### src/rtl/lat_mon_pkg.sv
package lat_mon_pkg;
  typedef enum logic {SEQ_IDLE = 1'b0, SEQ_RUN = 1'b1} seq_state_e;
endpackage

### src/rtl/lat_ts_table.sv
module lat_ts_table #(
  parameter int ID_W = 4,
  parameter int TS_W = 16
) (
  input  logic            clk_i,
  input  logic            rst_ni,
  input  logic [TS_W-1:0] now_i,
  input  logic            req_valid_i,
  input  logic [ID_W-1:0] req_id_i,
  input  logic            rsp_valid_i,
  input  logic [ID_W-1:0] rsp_id_i,
  input  logic [TS_W-1:0] tmo_limit_i,
  output logic            rsp_hit_o,
  output logic [TS_W-1:0] rsp_lat_o,
  output logic            idle_next_o,
  output logic            tmo_hit_o
);
  localparam int DEPTH = 1 << ID_W;

  logic [TS_W-1:0]  ts_q [DEPTH];
  logic [DEPTH-1:0] pend_q, pend_d, over;

  assign rsp_hit_o = rsp_valid_i && pend_q[rsp_id_i];
  assign rsp_lat_o = now_i - ts_q[rsp_id_i];

  always_comb begin
    pend_d = pend_q;
    if (rsp_hit_o)   pend_d[rsp_id_i] = 1'b0;
    if (req_valid_i) pend_d[req_id_i] = 1'b1;
  end

  assign idle_next_o = (pend_d == '0);

  // any pending entry past the limit implies the oldest one is
  for (genvar g = 0; g < DEPTH; g++) begin : g_ent
    logic [TS_W-1:0] age;
    assign age     = now_i - ts_q[g];
    assign over[g] = pend_q[g] && (age > tmo_limit_i);

    always_ff @(posedge clk_i or negedge rst_ni) begin
      if (!rst_ni)                                      ts_q[g] <= '0;
      else if (req_valid_i && req_id_i == ID_W'(g))     ts_q[g] <= now_i;
    end
  end

  assign tmo_hit_o = (tmo_limit_i != '0) && (over != '0);

  always_ff @(posedge clk_i or negedge rst_ni) begin
    if (!rst_ni) pend_q <= '0;
    else         pend_q <= pend_d;
  end
endmodule

### src/rtl/lat_stats.sv
module lat_stats #(
  parameter int ID_W  = 4,
  parameter int TS_W  = 16,
  parameter int SUM_W = 32,
  parameter int CNT_W = 24
) (
  input  logic             clk_i,
  input  logic             rst_ni,
  input  logic             clear_i,
  input  logic             upd_i,
  input  logic [TS_W-1:0]  lat_i,
  input  logic [ID_W-1:0]  id_i,
  output logic [TS_W-1:0]  min_lat_o,
  output logic [ID_W-1:0]  min_id_o,
  output logic [TS_W-1:0]  max_lat_o,
  output logic [ID_W-1:0]  max_id_o,
  output logic [SUM_W-1:0] sum_o,
  output logic [CNT_W-1:0] cnt_o
);
  always_ff @(posedge clk_i or negedge rst_ni) begin
    if (!rst_ni) begin
      min_lat_o <= '1;
      min_id_o  <= '0;
      max_lat_o <= '0;
      max_id_o  <= '0;
      sum_o     <= '0;
      cnt_o     <= '0;
    end else if (clear_i) begin
      min_lat_o <= '1;
      min_id_o  <= '0;
      max_lat_o <= '0;
      max_id_o  <= '0;
      sum_o     <= '0;
      cnt_o     <= '0;
    end else if (upd_i) begin
      if (lat_i < min_lat_o) begin
        min_lat_o <= lat_i;
        min_id_o  <= id_i;
      end
      if (lat_i > max_lat_o) begin
        max_lat_o <= lat_i;
        max_id_o  <= id_i;
      end
      sum_o <= sum_o + SUM_W'(lat_i);
      cnt_o <= cnt_o + 1'b1;
    end
  end
endmodule

### src/rtl/lat_seq_timer.sv
module lat_seq_timer
  import lat_mon_pkg::*;
#(
  parameter int CNT_W = 24
) (
  input  logic             clk_i,
  input  logic             rst_ni,
  input  logic             start_i,
  input  logic             done_i,
  input  logic             tmo_hit_i,
  input  logic             tmo_clr_i,
  output logic [CNT_W-1:0] cycles_o,
  output logic             busy_o,
  output logic             tmo_o
);
  seq_state_e st_q;

  always_ff @(posedge clk_i or negedge rst_ni) begin
    if (!rst_ni) begin
      st_q     <= SEQ_IDLE;
      cycles_o <= '0;
    end else if (start_i) begin
      st_q     <= SEQ_RUN;
      cycles_o <= '0;
    end else if (st_q == SEQ_RUN) begin
      cycles_o <= cycles_o + 1'b1;
      if (done_i) st_q <= SEQ_IDLE;
    end
  end

  assign busy_o = (st_q == SEQ_RUN);

  // set has priority over clear
  always_ff @(posedge clk_i or negedge rst_ni) begin
    if (!rst_ni)        tmo_o <= 1'b0;
    else if (tmo_hit_i) tmo_o <= 1'b1;
    else if (tmo_clr_i) tmo_o <= 1'b0;
  end
endmodule

### src/rtl/lat_bw_mon.sv
module lat_bw_mon #(
  parameter int ID_W  = 4,
  parameter int TS_W  = 16,
  parameter int SUM_W = 32,
  parameter int CNT_W = 24
) (
  input  logic             clk_i,
  input  logic             rst_ni,
  input  logic             start_i,
  input  logic             req_valid_i,
  input  logic [ID_W-1:0]  req_id_i,
  input  logic             rsp_valid_i,
  input  logic [ID_W-1:0]  rsp_id_i,
  input  logic [TS_W-1:0]  tmo_limit_i,
  input  logic             tmo_clr_i,
  output logic [TS_W-1:0]  min_lat_o,
  output logic [ID_W-1:0]  min_id_o,
  output logic [TS_W-1:0]  max_lat_o,
  output logic [ID_W-1:0]  max_id_o,
  output logic [SUM_W-1:0] lat_sum_o,
  output logic [CNT_W-1:0] rsp_cnt_o,
  output logic [CNT_W-1:0] seq_cycles_o,
  output logic             seq_busy_o,
  output logic             tmo_o
);
  logic [TS_W-1:0] now_q, rsp_lat;
  logic            rsp_hit, idle_next, tmo_hit;

  always_ff @(posedge clk_i or negedge rst_ni) begin
    if (!rst_ni) now_q <= '0;
    else         now_q <= now_q + 1'b1;
  end

  lat_ts_table #(.ID_W(ID_W), .TS_W(TS_W)) u_table (
    .clk_i, .rst_ni,
    .now_i       (now_q),
    .req_valid_i, .req_id_i,
    .rsp_valid_i, .rsp_id_i,
    .tmo_limit_i,
    .rsp_hit_o   (rsp_hit),
    .rsp_lat_o   (rsp_lat),
    .idle_next_o (idle_next),
    .tmo_hit_o   (tmo_hit)
  );

  lat_stats #(.ID_W(ID_W), .TS_W(TS_W), .SUM_W(SUM_W), .CNT_W(CNT_W)) u_stats (
    .clk_i, .rst_ni,
    .clear_i   (start_i),
    .upd_i     (rsp_hit),
    .lat_i     (rsp_lat),
    .id_i      (rsp_id_i),
    .min_lat_o, .min_id_o, .max_lat_o, .max_id_o,
    .sum_o     (lat_sum_o),
    .cnt_o     (rsp_cnt_o)
  );

  lat_seq_timer #(.CNT_W(CNT_W)) u_seq (
    .clk_i, .rst_ni, .start_i,
    .done_i    (rsp_hit && idle_next),
    .tmo_hit_i (tmo_hit),
    .tmo_clr_i,
    .cycles_o  (seq_cycles_o),
    .busy_o    (seq_busy_o),
    .tmo_o
  );
endmodule

### config.mk
export PLATFORM = sky130hd
export DESIGN_NAME = lat_bw_mon
export DESIGN_NICKNAME = d
export VERILOG_FILES = /design/src/rtl/lat_mon_pkg.sv /design/src/rtl/lat_ts_table.sv /design/src/rtl/lat_stats.sv /design/src/rtl/lat_seq_timer.sv /design/src/rtl/lat_bw_mon.sv
export SDC_FILE = /design/constraint.sdc
export NUM_CORES = 2
export LEC_CHECK = 0
export ABC_CLOCK_PERIOD_IN_PS = 10900
export BUFFER_PORTS_ARGS = -buffer_cell sky130_fd_sc_hd__buf_4
export CORE_MARGIN = 2
export CORE_UTILIZATION = 35
export CTS_CLUSTER_DIAMETER = 200
export DETAILED_ROUTE_END_ITERATION = 12
export GPL_TIMING_DRIVEN = 1
export PLACE_DENSITY = 0.52
export SLEW_MARGIN = 5
export SYNTH_ARGS = -nofsm -noshare
export SYNTH_HDL_FRONTEND = slang
export SYNTH_HIERARCHICAL = 1
export SYNTH_SLANG_ARGS = --single-unit
### constraint.sdc
create_clock -name clk_i -period 10.9 [get_ports clk_i]
set_input_delay 0.545 -clock clk_i [delete_from_list [all_inputs] [get_ports clk_i]]
set_output_delay 0.545 -clock clk_i [all_outputs]
set_load 0.05 [all_outputs]
# == Word-level counts from Yosys, hierarchy flattened ==
# Index checks and enable logic that the tools add are counted.
# op_classes
muxes,34
reduce_logical,48
addsub,21
n_bitwise,4
n_eq_ne,15
magnitude_cmp,23
# ops
operator,n
> comparator 16 bit,17
subtractor 16 bit,17
two-way mux 16 bit,10
two-way mux 24 bit,4
binary-select mux 16 bit (select 4 bit),1
two-way mux 32 bit,2
"adder 24 x 1 -> 24 bit, second input constant",2
logical AND 1 bit,37
adder 32 x 16 -> 32 bit,1
"equality test 4 bit, second input constant",8
nonzero test 16 bit,2
two-way mux 4 bit,6
"adder 16 x 1 -> 16 bit, second input constant",1
AND 16 bit,1
"equality test 4 x 3 -> 1 bit, second input constant",4
logical NOT 16 bit,1
less-than comparator 16 bit,1
NOT 16 bit,1
bitwise OR 16 bit,1
"less-than comparator 4 x 5 -> 1 bit, second input constant",2
nonzero test 2 bit,5
demux 1 bit (select 4 bit),2
"equality test 4 x 2 -> 1 bit, second input constant",2
">= comparator 4 x 1 -> 1 bit, second input constant",2
other kinds (7),15
# word_totals
regBits,410
output_inout_bits,122
word_cells,172
input_bits,30

# == Logic depth before layout (Yosys ltp) ==
# logic_depth
ltp_word,14
ltp_mapped,24
ltp_nobuf,21

# == By module ==
# Netlist, hierarchy kept.
# modules_own_cells
mod,cells_per_inst,area_each_um2,seq_area_each_um2,n_inst
lat_ts_table,3344,29484.5,6806.5,1
lat_stats,655,6153.4,2422.3,1
lat_seq_timer,130,1305.0,650.6,1
lat_bw_mon,58,708.2,400.4,1

# == Worst setup path after synthesis ==
# No wires, ideal clock.
# synth_path
path_type,input to register
start,in rsp_id_i[0]
end,reg u_stats.sum_o[26]
arrival_time_ns,5.964
n_path_buf,5
setup_time_ns,0.078
required_ns,10.822
cell_stages,24
path_slack_ns,4.858
path_cell_list,buf_6 buf_2 buf_4 buf_2 mux4_2 mux4_2 inv_1 ha_1 nor2b_1 o21ai_1 a21boi_1 o41ai_1 o211ai_1 a31o_2 a21oi_1 xnor2_1 ha_1 and3_1 buf_4 nand2_4 a2111oi_4 nor3_2 or4_1 a21oi_1
# synth_via
elab_chain_cells,8
# synth_lines
item,line_no,text
"start, declared",lat_bw_mon.sv:13,"input logic [ID_W-1:0] rsp_id_i,"
NOT 4 -> 5 bit (not written as such),lat_ts_table.sv:24,assign rsp_lat_o = now_i - ts_q[rsp_id_i];
binary-select mux 16 bit (select 4 bit),lat_ts_table.sv:24,
two-way mux 16 bit (not written as such) (2 in series),lat_ts_table.sv:24,
subtractor 16 bit,lat_ts_table.sv:24,
net rsp_lat[14],lat_bw_mon.sv:26,"logic [TS_W-1:0] now_q, rsp_lat;"
adder 32 x 16 -> 32 bit,lat_stats.sv:44,sum_o <= sum_o + SUM_W'(lat_i);
two-way mux 32 bit,lat_stats.sv:35,end else if (upd_i) begin
two-way mux 32 bit,lat_stats.sv:28,end else if (clear_i) begin
"end signal, assigned",lat_stats.sv:44,
"end, declared",lat_stats.sv:17,"output logic [SUM_W-1:0] sum_o,"
# The timed path passes the listed nets, and every way through them passes these cells. The select of a mux whose other input is x is not followed.
# A chain may end at the register's enable or synchronous reset.

# == Final worst setup path ==
# layout_path
start,in rsp_id_i[0]
end,reg u_stats.sum_o[30]
# The elaborated chain is that of the path after synthesis.

==> results.md <==
- Clock slew at reported path FFs: 60 ps
- Wire length per cell: 22.60 µm
- Pins Over Slew Limit: 0
- Filler cells: about 11000
- Post-route setup slack: 3942 ps
- CTS Buf Count: 53
- GPL Wtd Cong: 0.9465
- Mapped Avg Cell Area: 8.992 µm²
- CTS tree: done
- Share of layout cells above drive strength 1: 13.25%
- Area grow syn2layout: 13.02%
- CP Class: input port to flip-flop
- Largest family of logic cells by synthesized area: adder cells
- Clk Latency, worst-skew pair: 660 ps
- Post-synth EDFFs: 0
- Initial antenna violation count: 3
- Multiplexer area fraction after synthesis: ~9.6%
- Max stage delay on crit path: 680 ps
- Remaining global-route overflow: 0
- Clock Path Buffers: 3
- DP HPWL: 97560 µm
- Die ar.: 110200 µm²
- Crit-path cells: buf_4 -> buf_4 -> mux4_2 -> mux4_2 -> inv_1 -> ha_1 -> nor2b_1 -> o21ai_0 -> a21boi_0 -> o211ai_1 -> a31oi_1 -> a21o_1 -> a21oi_1 -> xnor2_1 -> ha_1 -> and3_1 -> nand2_4 -> a2111oi_4 -> nor3_2 -> or4_1 -> a21oi_1
- First-pass GRT wire length: 196800 µm
- Post-CTS sizing: 0
- Adder-cell area share of the yosys netlist: 19.60%
- Starting Density: 35.22%
- Num ports: 152
- RSZ-0062 raised after global routing: false
- # setup viols final: 0
- Residual DRC: 0
- Fmax: 143.7 MHz
- Synth Area in Compound Gates: between 15 and 20%
- Xor/xnor share of the synthesized area: about 5.8%
- Initial detailed-routing violation count: about 2300
- Most frequent cells in the layout: 561 x ha_1, 380 x dfrtp_1, 371 x inv_1
- Share of synthesized flip-flops with an asynchronous set or reset: 100.0%
- Hold Startpoint: tmo_clr_i
- Via count: 32200
- #FFs+latches synth: 410
- Flop-to-flop setup slack: around 4400 ps
- Nets@finish: 4952
- Yosys synthesis warning count: 6
- Root Driver: clkbuf_16
- # Post-CTS Setup Buffers: 0
- Multi-input gate area: 25540 µm²
- WHS Endpoint: u_seq/tmo_o
- Antenna cells: 0
- Vias in the first global route: 30500
- RR Endpoint: u_seq/tmo_o
- Die width: 332.0 µm
- Drt pass-1 iters: 5
- Routed vias/inst: about 5.6
- # H-tree levels: 2
- Buffers & Inverters on Critical Path: 3
- Hold Fails Final Rpt: 0
- Worst R2R Start: now_q[0]
- Commonest non-fill, non-tap cell in the layout: ha_1
- Max_cap viols: 0
- Post-Route WL: 130800 µm
- Flip-flop and latch area: 10300 µm²
- Antenna violation net count after detailed routing: 0
- LEAKAGE: between 15 and 20 nW
- Worst-Margin Slew: between 1000 and 1500 ps
- Mapped Cells: between 4000 and 5000
- Setup TNS: 0 ps
- HP Class: input port to flip-flop
- Synth Area in Simple Gates: between 10% and 20%
- Worst endpoint required time: 11470 ps
- Final period utilization: 63.83%
- Sink Count: 410
- Relative slew margins: about 19%
- Setup crit end kind: flip-flop
- Min Hold Slack: around 170 ps
- Pin count of the biggest net entering global routing: ~130
- Core Region: ~110000 µm²
- Seq/Total Area, Yosys: 27.30%
- Clock Skews: 22.45 ps
- All-Layer GR Usage: approximately a quarter
- R2r worst-path depth: 21
- Post-Place Setup Slack: 3306 ps
- Main synth FF type: dfrtp_1
- Power per Cell Area: 178.6 nW/µm²
- CP arrival: 7530 ps
- Tmin final: 6958 ps
- Die Span Y: around 330 µm
- Run status: complete, no violations
- Hold path depth: 3
- Critical path's top delay family: compound AO/OA/AOI/OAI gates
- Final Non-Filler Cells: 5789
- Post-synthesis cell area: around 38000 µm²
- Core Rows: 120
- CP max stage cell: buf_4
- Net Count, Synth: 4796
- Count of input and output buffers: between 150 and 200
- Hold Buf Count CTS: 1
- Yosys cell types: 86
- Critical path launch point type: input port
- Placed cell count: 5690
- VDD IR max: 0.1222 mV
- Worst Path Max Fanout: 40
==> synth_stat cells (26+ instances only) <==
cell type	number	area, µm²
mux2_2	106	1194
mux4_2	84	1892
mux2i_1	46	460.4
dfrtp_1	394	9859
a21oi_1	247	1236
xnor2_1	195	1708
nand2b_1	65	406.6
nand2_1	312	1171
o21ai_0	274	1371
a21o_1	107	803.3
nand3_1	80	400.4
inv_1	372	1396
or3_1	51	319.1
xor2_1	55	481.7
ha_1	561	7019
a31oi_1	26	162.7
clkbuf_1	82	307.8
o211ai_1	38	285.3
nor3_1	95	475.5
nor2_1	328	1231
o21a_1	58	435.4
nand4_1	96	600.6
nor2b_1	87	544.3
==> state kept, by name, summed over array words and instances (netlist names) <==
name,flops
u_stats/sum_o,32
u_stats/min_id_o,4
u_table/ts_q,256
u_stats/min_lat_o,16
u_seq/cycles_o,24
u_stats/cnt_o,24
u_stats/max_id_o,4
u_stats/max_lat_o,16
u_table/pend_q,16
u_seq/tmo_o,1
now_q,16
u_seq/busy_o,1
==> worst min-delay path: cells and delay by family <==
kind	cells	cell delay, ps
AOI/OAI and AO/OA	1	100
buffers and inverters	2	160
==> worst max path at each step <==
stage	from	endpoint	slack, ps	cells past startpoint
2_1_floorplan	rsp_id_i[0]	u_stats/sum_o[26]	4860	24
3_3_place_gp	rsp_id_i[0]	u_stats/sum_o[29]	3360	21
3_5_place_dp	rsp_id_i[0]	u_stats/sum_o[25]	3310	21
4_1_cts	rsp_id_i[0]	u_stats/sum_o[25]	4000	21
5_1_grt	rsp_id_i[0]	u_stats/sum_o[25]	3480	21
6_report	rsp_id_i[0]	u_stats/sum_o[30]	3940	21
==> per-stage QoR <==
step	cell area (µm²)	power, mW	util (%)
floorplan	37650	4.550	-
global placement	40590	5.539	37.97
detailed placement	40590	5.572	37.97
CTS	42550	7.621	39.81
global route	42550	8.137	39.81
finish	42550	7.602	39.81
==> cell type report <==
type                       count  share of cell area [%]
sequential                   410                   24.20
clock inverter                26                   1.026
multi-input combinational   3294                   60.01
clock buffer                  72                   3.567
tap                         1403                   4.125
inverter                     372                   3.281
timing repair buffer         212                   3.793
==> report_power, final <==
part	switching (mW)	internal [mW]	total, mW
combinational	2.11	1.46	3.57
sequential	0.272	1.75	2.02
clock	0.778	1.23	2.01
total	3.16	4.44	7.60
==> logic make-up (layout without fill, tap and decap cells) <==
logic type,after synthesis,in the layout
buffers and inverters,483,682
multiplexers,243,243
AND/OR/NAND/NOR,1251,1251
AO/OA/AOI/OAI,971,971
XOR/XNOR,250,250
flip-flops,410,410
adder cells (fa/ha/maj),579,579
==> layer usage <==
metal,vias up,track usage (%),wire (µm)
met2,844,39.09,61250
met5,-,0,0
met4,0,6.325,3661
li1,15460,-,-
met1,15760,31.62,59110
met3,148,2.960,6802
Note: power is estimated with default switching activity, not from simulation.
